[src/rtl/clkcfg_pkg.sv]
package clkcfg_pkg;

    localparam int NUM_REGS = 7;
    localparam int IDXW     = $clog2(NUM_REGS + 1);
    localparam int POSW     = $clog2(NUM_REGS + 3);

    typedef enum logic [2:0] {
        ST_IDLE,
        ST_ADDR,
        ST_ADDR_ACK,
        ST_WR_BYTE,
        ST_WR_ACK,
        ST_RD_BYTE,
        ST_RD_ACK
    } smb_state_t;

    typedef struct packed {
        logic sda;
        logic scl_rise;
        logic scl_fall;
        logic start;
        logic stop;
    } bus_evt_t;

    typedef struct packed {
        logic       stop_ctl;
        logic       alt_sel;
        logic       spread_en;
        logic [3:0] cpu_en;
        logic [6:0] pci_en;
        logic [2:0] pcif_en;
        logic [2:0] pcif_gate;
        logic       usb_en;
        logic       dot_en;
        logic [5:0] mid_en;
        logic [3:0] edge_ctl;
    } clk_cfg_t;

    function automatic logic [7:0] reg_default(input int idx);
        case (idx)
            0:       return 8'h19;
            1:       return 8'h47;
            2:       return 8'h7F;
            3:       return 8'hC7;
            4:       return 8'h3F;
            5:       return 8'h00;
            default: return 8'h01;
        endcase
    endfunction

    function automatic logic [7:0] reg_wmask(input int idx);
        case (idx)
            0:       return 8'hA8;
            1:       return 8'h47;
            2:       return 8'h7F;
            3:       return 8'hFF;
            4:       return 8'h3F;
            5:       return 8'h0F;
            default: return 8'h00;
        endcase
    endfunction

endpackage

[src/rtl/smb_bus_sync.sv]
module smb_bus_sync
    import clkcfg_pkg::*;
#(
    parameter int STAGES = 2
) (
    input  logic     clk,
    input  logic     rst,
    input  logic     scl_in,
    input  logic     sda_in,
    output bus_evt_t evt
);
    logic [STAGES-1:0] scl_sh;
    logic [STAGES-1:0] sda_sh;
    logic              scl_p;
    logic              sda_p;
    logic              scl_s;
    logic              sda_s;

    always_ff @(posedge clk) begin
        if (rst) begin
            scl_sh <= '1;
            sda_sh <= '1;
            scl_p  <= 1'b1;
            sda_p  <= 1'b1;
        end else begin
            scl_sh <= {scl_sh[STAGES-2:0], scl_in};
            sda_sh <= {sda_sh[STAGES-2:0], sda_in};
            scl_p  <= scl_sh[STAGES-1];
            sda_p  <= sda_sh[STAGES-1];
        end
    end

    assign scl_s = scl_sh[STAGES-1];
    assign sda_s = sda_sh[STAGES-1];

    always_comb begin
        evt.sda      = sda_s;
        evt.scl_rise = scl_s & ~scl_p;
        evt.scl_fall = ~scl_s & scl_p;
        evt.start    = scl_s & scl_p & sda_p & ~sda_s;
        evt.stop     = scl_s & scl_p & ~sda_p & sda_s;
    end
endmodule

[src/rtl/smb_xfer_ctrl.sv]
module smb_xfer_ctrl
    import clkcfg_pkg::*;
#(
    parameter logic [6:0] DEV_ADDR = 7'h69
) (
    input  logic            clk,
    input  logic            rst,
    input  bus_evt_t        evt,
    input  logic [7:0]      rd_byte,
    output logic            sda_oe,
    output logic            wr_en,
    output logic [IDXW-1:0] wr_idx,
    output logic [7:0]      wr_data,
    output logic [IDXW-1:0] rd_ptr,
    output smb_state_t      state
);
    localparam logic [POSW-1:0] POS_LAST  = POSW'(NUM_REGS + 2);
    localparam logic [7:0]      CNT_BYTE  = 8'(NUM_REGS);
    localparam logic [IDXW-1:0] PTR_END   = IDXW'(NUM_REGS);

    logic [7:0]      sh;
    logic [3:0]      cnt;
    logic [POSW-1:0] pos;
    logic            rw;
    logic            nack;

    always_ff @(posedge clk) begin
        if (rst) begin
            state   <= ST_IDLE;
            sda_oe  <= 1'b0;
            sh      <= '0;
            cnt     <= '0;
            pos     <= '0;
            rw      <= 1'b0;
            nack    <= 1'b0;
            rd_ptr  <= '0;
            wr_en   <= 1'b0;
            wr_idx  <= '0;
            wr_data <= '0;
        end else begin
            wr_en <= 1'b0;
            if (evt.start) begin
                state  <= ST_ADDR;
                cnt    <= '0;
                sda_oe <= 1'b0;
            end else if (evt.stop) begin
                state  <= ST_IDLE;
                sda_oe <= 1'b0;
            end else begin
                case (state)
                    ST_ADDR: begin
                        if (evt.scl_rise) begin
                            sh  <= {sh[6:0], evt.sda};
                            cnt <= cnt + 4'd1;
                        end else if (evt.scl_fall && cnt == 4'd8) begin
                            if (sh[7:1] == DEV_ADDR) begin
                                state  <= ST_ADDR_ACK;
                                sda_oe <= 1'b1;
                                rw     <= sh[0];
                            end else begin
                                state <= ST_IDLE;
                            end
                        end
                    end
                    ST_ADDR_ACK: begin
                        if (evt.scl_fall) begin
                            cnt <= '0;
                            if (rw) begin
                                state  <= ST_RD_BYTE;
                                sh     <= CNT_BYTE;
                                sda_oe <= ~CNT_BYTE[7];
                                rd_ptr <= '0;
                            end else begin
                                state  <= ST_WR_BYTE;
                                sda_oe <= 1'b0;
                                pos    <= '0;
                            end
                        end
                    end
                    ST_WR_BYTE: begin
                        if (evt.scl_rise) begin
                            sh  <= {sh[6:0], evt.sda};
                            cnt <= cnt + 4'd1;
                        end else if (evt.scl_fall && cnt == 4'd8) begin
                            state  <= ST_WR_ACK;
                            sda_oe <= 1'b1;
                            if (pos >= POSW'(2) && pos < POS_LAST) begin
                                wr_en   <= 1'b1;
                                wr_idx  <= IDXW'(pos - POSW'(2));
                                wr_data <= sh;
                            end
                            if (pos < POS_LAST) pos <= pos + POSW'(1);
                        end
                    end
                    ST_WR_ACK: begin
                        if (evt.scl_fall) begin
                            state  <= ST_WR_BYTE;
                            sda_oe <= 1'b0;
                            cnt    <= '0;
                        end
                    end
                    ST_RD_BYTE: begin
                        if (evt.scl_rise) begin
                            cnt <= cnt + 4'd1;
                        end else if (evt.scl_fall) begin
                            if (cnt == 4'd8) begin
                                state  <= ST_RD_ACK;
                                sda_oe <= 1'b0;
                            end else begin
                                sh     <= {sh[6:0], 1'b0};
                                sda_oe <= ~sh[6];
                            end
                        end
                    end
                    ST_RD_ACK: begin
                        if (evt.scl_rise) begin
                            nack <= evt.sda;
                        end else if (evt.scl_fall) begin
                            if (nack) begin
                                state <= ST_IDLE;
                            end else begin
                                state  <= ST_RD_BYTE;
                                sh     <= rd_byte;
                                sda_oe <= ~rd_byte[7];
                                cnt    <= '0;
                                if (rd_ptr != PTR_END) rd_ptr <= rd_ptr + IDXW'(1);
                            end
                        end
                    end
                    default: begin
                        sda_oe <= 1'b0;
                    end
                endcase
            end
        end
    end
endmodule

[src/rtl/clkcfg_regbank.sv]
module clkcfg_regbank
    import clkcfg_pkg::*;
(
    input  logic            clk,
    input  logic            rst,
    input  logic [1:0]      fs_strap,
    input  logic            mult_sel,
    input  logic [3:0]      rev_id,
    input  logic            wr_en,
    input  logic [IDXW-1:0] wr_idx,
    input  logic [7:0]      wr_data,
    input  logic [IDXW-1:0] rd_idx,
    output logic [7:0]      rd_data,
    output clk_cfg_t        cfg
);
    localparam int VIEWN = 2 ** IDXW;

    logic [7:0] store [NUM_REGS];
    logic [7:0] view  [VIEWN];
    logic [1:0] fs_lat;

    always_ff @(posedge clk) begin
        if (rst) fs_lat <= fs_strap;
    end

    for (genvar i = 0; i < NUM_REGS; i++) begin : g_reg
        localparam logic [7:0] WMASK = reg_wmask(i);
        always_ff @(posedge clk) begin
            if (rst) begin
                store[i] <= reg_default(i);
            end else if (wr_en && wr_idx == IDXW'(i)) begin
                store[i] <= (store[i] & ~WMASK) | (wr_data & WMASK);
            end
        end
    end

    for (genvar i = 0; i < VIEWN; i++) begin : g_view
        if (i == 0) begin : g_b0
            assign view[i] = store[i] | {5'b0, fs_lat, 1'b0};
        end else if (i == 1) begin : g_b1
            assign view[i] = store[i] | {mult_sel, 7'b0};
        end else if (i == NUM_REGS - 1) begin : g_last
            assign view[i] = store[i] | {rev_id, 4'b0};
        end else if (i < NUM_REGS) begin : g_plain
            assign view[i] = store[i];
        end else begin : g_pad
            assign view[i] = 8'hFF;
        end
    end

    assign rd_data = view[rd_idx];

    always_comb begin
        cfg.stop_ctl  = store[0][3];
        cfg.alt_sel   = store[0][5];
        cfg.spread_en = store[0][7];
        cfg.cpu_en    = {store[1][6], store[1][2:0]};
        cfg.pci_en    = store[2][6:0];
        cfg.pcif_en   = store[3][2:0];
        cfg.pcif_gate = store[3][5:3];
        cfg.usb_en    = store[3][6];
        cfg.dot_en    = store[3][7];
        cfg.mid_en    = store[4][5:0];
        cfg.edge_ctl  = store[5][3:0];
    end
endmodule

[src/rtl/clkcfg_smbus_slave.sv]
module clkcfg_smbus_slave
    import clkcfg_pkg::*;
#(
    parameter int         SYNC_STAGES = 2,
    parameter logic [6:0] DEV_ADDR    = 7'h69
) (
    input  logic       clk,
    input  logic       rst,
    input  logic       scl_in,
    input  logic       sda_in,
    output logic       sda_oe,
    input  logic [1:0] fs_strap,
    input  logic       mult_sel,
    input  logic [3:0] rev_id,
    output logic       stop_ctl,
    output logic       alt_sel,
    output logic       spread_en,
    output logic [3:0] cpu_en,
    output logic [6:0] pci_en,
    output logic [2:0] pcif_en,
    output logic [2:0] pcif_gate,
    output logic       usb_en,
    output logic       dot_en,
    output logic [5:0] mid_en,
    output logic [3:0] edge_ctl
);
    bus_evt_t        evt;
    smb_state_t      ctl_state;
    logic            wr_en;
    logic [IDXW-1:0] wr_idx;
    logic [7:0]      wr_data;
    logic [IDXW-1:0] rd_ptr;
    logic [7:0]      rd_byte;
    clk_cfg_t        cfg_w;

    smb_bus_sync #(.STAGES(SYNC_STAGES)) u_sync (
        .clk    (clk),
        .rst    (rst),
        .scl_in (scl_in),
        .sda_in (sda_in),
        .evt    (evt)
    );

    smb_xfer_ctrl #(.DEV_ADDR(DEV_ADDR)) u_ctrl (
        .clk     (clk),
        .rst     (rst),
        .evt     (evt),
        .rd_byte (rd_byte),
        .sda_oe  (sda_oe),
        .wr_en   (wr_en),
        .wr_idx  (wr_idx),
        .wr_data (wr_data),
        .rd_ptr  (rd_ptr),
        .state   (ctl_state)
    );

    clkcfg_regbank u_bank (
        .clk      (clk),
        .rst      (rst),
        .fs_strap (fs_strap),
        .mult_sel (mult_sel),
        .rev_id   (rev_id),
        .wr_en    (wr_en),
        .wr_idx   (wr_idx),
        .wr_data  (wr_data),
        .rd_idx   (rd_ptr),
        .rd_data  (rd_byte),
        .cfg      (cfg_w)
    );

    assign stop_ctl  = cfg_w.stop_ctl;
    assign alt_sel   = cfg_w.alt_sel;
    assign spread_en = cfg_w.spread_en;
    assign cpu_en    = cfg_w.cpu_en;
    assign pci_en    = cfg_w.pci_en;
    assign pcif_en   = cfg_w.pcif_en;
    assign pcif_gate = cfg_w.pcif_gate;
    assign usb_en    = cfg_w.usb_en;
    assign dot_en    = cfg_w.dot_en;
    assign mid_en    = cfg_w.mid_en;
    assign edge_ctl  = cfg_w.edge_ctl;
endmodule

[config.mk]
export PLATFORM = sky130hd
export DESIGN_NAME = clkcfg_smbus_slave
export DESIGN_NICKNAME = d
export VERILOG_FILES = /design/src/rtl/clkcfg_pkg.sv /design/src/rtl/smb_bus_sync.sv /design/src/rtl/smb_xfer_ctrl.sv /design/src/rtl/clkcfg_regbank.sv /design/src/rtl/clkcfg_smbus_slave.sv
export SDC_FILE = /design/constraint.sdc
export NUM_CORES = 1
export LEC_CHECK = 0
export BUFFER_PORTS_ARGS = -buffer_cell sky130_fd_sc_hd__buf_2
export CAP_MARGIN = 10
export CORE_UTILIZATION = 55
export DETAILED_ROUTE_END_ITERATION = 12
export PLACE_DENSITY = 0.83
export SLEW_MARGIN = 10
export SYNTH_ARGS = -nofsm -noshare
export SYNTH_HDL_FRONTEND = slang
export SYNTH_HIERARCHICAL = 1
export SYNTH_SLANG_ARGS = --single-unit
[constraint.sdc]
create_clock -name clk -period 5.9 [get_ports clk]
set_input_delay 0.295 -clock clk [delete_from_list [all_inputs] [get_ports clk]]
set_output_delay 0.295 -clock clk [all_outputs]
set_load 0.1 [all_outputs]
# Yosys cells after proc, flatten, opt, wreduce, memory -nomap -nowiden
# Memory sizes are Yosys's and may differ from the RTL's.
# Cells that the tools add are included.
# word_totals
regBits	45
latch_bits	0
mem_bits_rw	56
mem_bits_ro	0
input_bits	11
out_inout_bits	33
elab_cells	233
n_memories	1
# mem_list
name	words	width	rd	rd_ports_with_merged_regs	write_ports	line	rtl
u_bank.store	7	8	7	0	7	clkcfg_regbank.sv:18	logic [7:0] store [NUM_REGS];
# classes
add_sub_neg	4
multipliers	0
div_mod_pow	0
magnitude_cmp	3
eq_ne	47
shift	0
muxes	95
bitwise	34
reduce_logical	32
# ops
operator	n
$mux 8	18
$mux 3	19
$reduce_and 12->1	4
$mux 1	40
$mux 4	10
$pmux 8 s4	1
$ne 2x1->1 const B	14
$ne 4x3->1 const B	7
$bmux 8 s3	1
$eq 3x3->1 const B	6
$pmux 3 s6	1
$ne 4x4->1 const B	4
$or 8x7->8	2
$or 8x8->8	2
$ne 2x2->1 const B	7
$eq 3x2->1 const B	4
$pmux 4 s3	1
$reduce_and 6->1	2
$not 1->1	11
$logic_and 1x1->1	9
$reduce_and 9->1	1
$add 4x1->4 const B	2
$or 7x8->8	1
$or 8x3->8	1
30 further kinds	47

# Logic depth before layout (Yosys ltp)
# An unclocked memory read counts as a cell.
# depth
depth_word	10
depth_mapped	8
mapped_depth_nobuf	6

# Modules after synthesis
# The synthesis kept the hierarchy.
# modules_own_cells
mod	n_inst	cells_per_inst	area_each_um2	seq_area_each_um2
smb_xfer_ctrl	1	271	2316.0	740.7
clkcfg_regbank	1	141	1771.7	1021.0
smb_bus_sync	1	17	197.7	120.1

# Worst setup path after synthesis
# No wires, ideal clock.
# synth_path
path_kind	register to register
startpoint	register u_sync.scl_p
endpoint	register u_ctrl.sh[3]
setup_ns	0.121
arrival_ns	1.818
required_time_ns	5.779
setup_slack_ns	3.960
path_stages_with_launch	8
path_buffers	2
period_less_slack_ns	1.940
path_cell_list	dfxtp_1 -> and4b_1 -> buf_2 -> nor2_2 -> o31ai_2 -> or4_1 -> buf_6 -> mux2_4
# synth_lines
element	line	rtl
start: declaration	smb_bus_sync.sv:14	logic scl_p;
start signal: assignment	smb_bus_sync.sv:28	scl_p <= scl_sh[STAGES-1];
end signal: assignment	smb_xfer_ctrl.sv:53	sh <= {sh[6:0], evt.sda};
end signal: assignment	smb_xfer_ctrl.sv:82	sh <= {sh[6:0], evt.sda};
end signal: assignment	smb_xfer_ctrl.sv:110	sh <= {sh[6:0], 1'b0};
end: declaration	smb_xfer_ctrl.sv:21	logic [7:0] sh;

# Worst setup path after layout
# layout_path
startpoint	register u_ctrl.state[0]
endpoint	register u_ctrl.cnt[3]
# layout_between
elab_chain_cells	4
word_cells_on_any_way	16
classes_between	11 x eq/ne; 1 x mux; 4 x reduce/logical
# layout_rtl
element	line	rtl
start: declaration	smb_xfer_ctrl.sv:15	output smb_state_t state
start signal: assignment	smb_xfer_ctrl.sv:29	state <= ST_IDLE;
start signal: assignment	smb_xfer_ctrl.sv:43	state <= ST_ADDR;
start signal: assignment	smb_xfer_ctrl.sv:47	state <= ST_IDLE;
$eq 3x1->1 (tied with other cells)	smb_xfer_ctrl.sv:50	case (state)
$reduce_or 3->1 (no source line) or $reduce_or 2->1 (tied branches)	-	
$ne 2x1->1 (no source line) or $reduce_bool 3->1 (tied branches)	-	
$reduce_and 7->1 (no source line)	-	
end signal: assignment	smb_xfer_ctrl.sv:54	cnt <= cnt + 4'd1;
end signal: assignment	smb_xfer_ctrl.sv:83	cnt <= cnt + 4'd1;
end signal: assignment	smb_xfer_ctrl.sv:104	cnt <= cnt + 4'd1;
end: declaration	smb_xfer_ctrl.sv:22	logic [3:0] cnt;
# Several ways; a longest one is shown, not always the timed one.
# A chain may end at the register's enable or synchronous reset.

==> results.md <==
- Status: finished clean
- Filler Cells Inserted: 592
- Chip width: 90.27 um
- Required @ worst endpoint: 6.12 ns
- Vias per cell: 6.171
- RSZ-0062 raised after global routing: no
- Row count: 31
- Critical path buffers and inverters: 0
- Largest net degree at the start of global routing: 60
- Antenna Cells: 0
- Crit path cell chain: a21boi_1 > nor3b_2 > a41oi_1 > a2111oi_0
- Worst Setup Path Type: reg2reg
- Startpoint types: flop
- Die Ht: 90.27 um
- Post-Route Setup TNS: 0 ns
- Comb pwr share: 6.2%
- GP Congestion: 0.8783
- Final period util: 43.21%
- Layout Skew: 0.01259 ns
- Clk sinks: 77
- Synthesized area: 4285 sq um
- Skew-Pair Late Insertion Delay: 0.35 ns
- Register area share after synthesis: 43.91%
- Initial core utilization: 57.84%
- Fin nets: 472
- Crit path DAT: 2.77 ns
- Achievable Freq: 0.3923 GHz
- DRT iter0 DRCs: 306
- Mean Syn Cell Area: 9.989 sq um
- Worst-path maximum fanout: 21
- Vias: 3437
- Most frequent cells in the layout: buf_2 (43), dfxtp_1 (43), edfxtp_1 (34)
- Leak pwr: 0.001559 uW
- Post-CTS Setup Repair Bufs: 0
- Post-synthesis cell type count: 73
- Critical Path Start: u_ctrl/state[0]
- Crit path max-delay cell type: a21boi_1
- Final hold vios: 0
- Critical Path End: u_ctrl/cnt[3]
- Ys flop type: dfxtp_1
- Share of cells above drive strength 1: 17.69%
- CP max stage delay: 0.81 ns
- NetSw: 255.6 uW
- Setup-failing EPs final: 0
- Pwr per Cell Area: 221.7 nW/um^2
- Core footprint: 7408 sq um
- WP depth: 4
- Max-Cap Viols: 0
- CTS resizes: 0
- # IOs: 44
- Clock Power Share: 38.9%
- TritonCTS clock tree: done
- Drt total wl: 9966 um
- FF-to-FF End: u_ctrl/cnt[3]
- First-pass GRT wire length: 16680 um
- Setup slack, reg-to-reg: 3.35 ns
- Post-Syn Instances: 429
- Vias in the first global route: 3266
- Actual slew at the worst max-slew pin: 0.9598 ns
- Worst R2R Path Depth: 4
- Post-DP HPWL: 6992 um
- Hold Path Class: in2reg
- Ys async rst share: 0%
- Worst R2R Start: u_ctrl/state[0]
- Input/output buffers: 43
- Switching share of power: 24.74%
- YS warnings: 6
- GR Overflow Total: 0
- EDFF count, synth: 34
- VDD IR max: 0.0001057 V
- Area occupied by multi-input gates: 2193 sq um
- H-tree levels: 3
- Root Buffer: clkbuf_8
- DRT antenna net count: 0
- Drt first pass iters: 5
- Area Growth Syn to Fin: 8.730%
- Post-synth net total: 448
- CTS Buffer Depth: 2
- Worst-path clk slew: 0.08 ns
- Final min period: 2.549 ns
- Num CTS Buffers: 9
- All-Layer GR Usage: 25.62%
- Max Transition Viols Final: 0
- Avg WL per Cell: 17.89 um
- FF+latch area: 1882 sq um
- Hold wc startpoint: scl_in
- Int Pwr: 777.3 uW
- Final core utilization: 62.89%
- DR DRC count: 0
- Die area: 8149 sq um
- Initial antenna violation count: 0
- CTS hold repair buffers: 0
- Slew HR: 35.92%
- CP endpoint kind: flop
- Sequential Power Share: 54.9%
- CP delay by family, top: compound AO/OA/AOI/OAI gates
- Synthesized flop and latch total: 77
cells by family after synthesis:
group | synth area share [%]
AND/OR/NAND/NOR | 23.21
AO/OA/AOI/OAI | 20.41
flip-flops | 43.91
buffers and inverters | 4.905
multiplexers | 5.022
adder cells (fa/ha/maj) | 2.336
XOR/XNOR | 0.2044
Yosys cell counts, drive strengths merged (3+ instances only):
cell type  instances  area, sq um
ha                 8        100.1
a31o               3        26.28
nand3b             5        37.54
nand4             12        75.07
or4                4        30.03
o21a               3        22.52
nand2b            24        152.6
mux2i             14        140.1
o21bai             4        30.03
dfxtp             43        860.8
nor2              19        73.82
o31ai              5        42.54
edfxtp            34         1021
nand3              4        20.02
clkbuf            13        48.80
nor2b             15        93.84
nor3               6        41.29
buf               18        123.9
and4b              3        30.03
inv               10        37.54
and3               6        37.54
a211oi             9        77.57
nor3b              4        46.29
a31oi              9        56.30
o2bb2ai            3        26.28
a22o               6        52.55
nand2             22        82.58
and2               8        50.05
a21o               5        37.54
a21oi             21        105.1
or2               17        106.4
mux2               5        75.07
a22oi              5        37.54
o21ai             25        128.9
how the worst min path moves through the flow:
stage / endpoint / cells past startpoint
finish: u_sync/scl_sh[0] / 2
global route: u_sync/scl_sh[0] / 2
CTS: u_sync/scl_sh[0] / 2
detailed placement: u_sync/sda_sh[1] / 1
global placement: u_sync/scl_sh[1] / 1
floorplan: u_sync/scl_sh[1] / 1
per-stage QoR:
stage	area, sq um	setup WS (ns)	total power [uW]	std cells	hold WS [ns]
final	4659	3.351	1033	557	0.1265
after global routing	4659	3.076	1071	557	0.1124
after global placement	4459	3.483	640.8	541	0.3863
after CTS	4659	3.374	1041	557	0.1136
after detailed placement	4459	3.408	642.6	541	0.3911
after floorplan	4285	3.960	628.2	429	0.3832
final cells by class:
type / count / share of cell area, %
Tap cell: 99 / 2.658
Timing Repair Buffer: 44 / 4.780
Clock inverter: 6 / 1.557
Inverter: 10 / 0.8056
Clock buffer: 10 / 2.739
Sequential cell: 77 / 40.39
Multi-Input combinational cell: 311 / 47.07
power groups by stage:
stage | Combinational (uW) | Clock, uW | Sequential (uW)
2_1_floorplan | 35.2 | 0 | 593
3_3_place_gp | 62.2 | 0 | 579
3_5_place_dp | 63.8 | 0 | 579
4_1_cts | 64.0 | 410 | 566
5_1_grt | 69.0 | 434 | 568
6_report | 64.4 | 402 | 567
registers in the layout, summed over array words and instances, names as in the netlist, 2 cells and up:
name	flops
u_ctrl/sh	8
u_ctrl/cnt	4
u_ctrl/wr_data	8
u_ctrl/pos	4
u_ctrl/state	3
u_ctrl/rd_ptr	3
u_sync/scl_sh	2
u_sync/sda_sh	2
u_bank/store	32
u_bank/fs_lat	2
u_ctrl/wr_idx	3
layer usage:
layer | track usage [%] | routed length, um | share of wire, %
met5 | 0 | 0 | 0
met4 | 9.005 | 174 | 1.7
met3 | 3.367 | 608 | 6.1
met2 | 41.22 | 4733 | 47
met1 | 35.56 | 4450 | 45
Note: power is estimated with default switching activity, not from simulation.
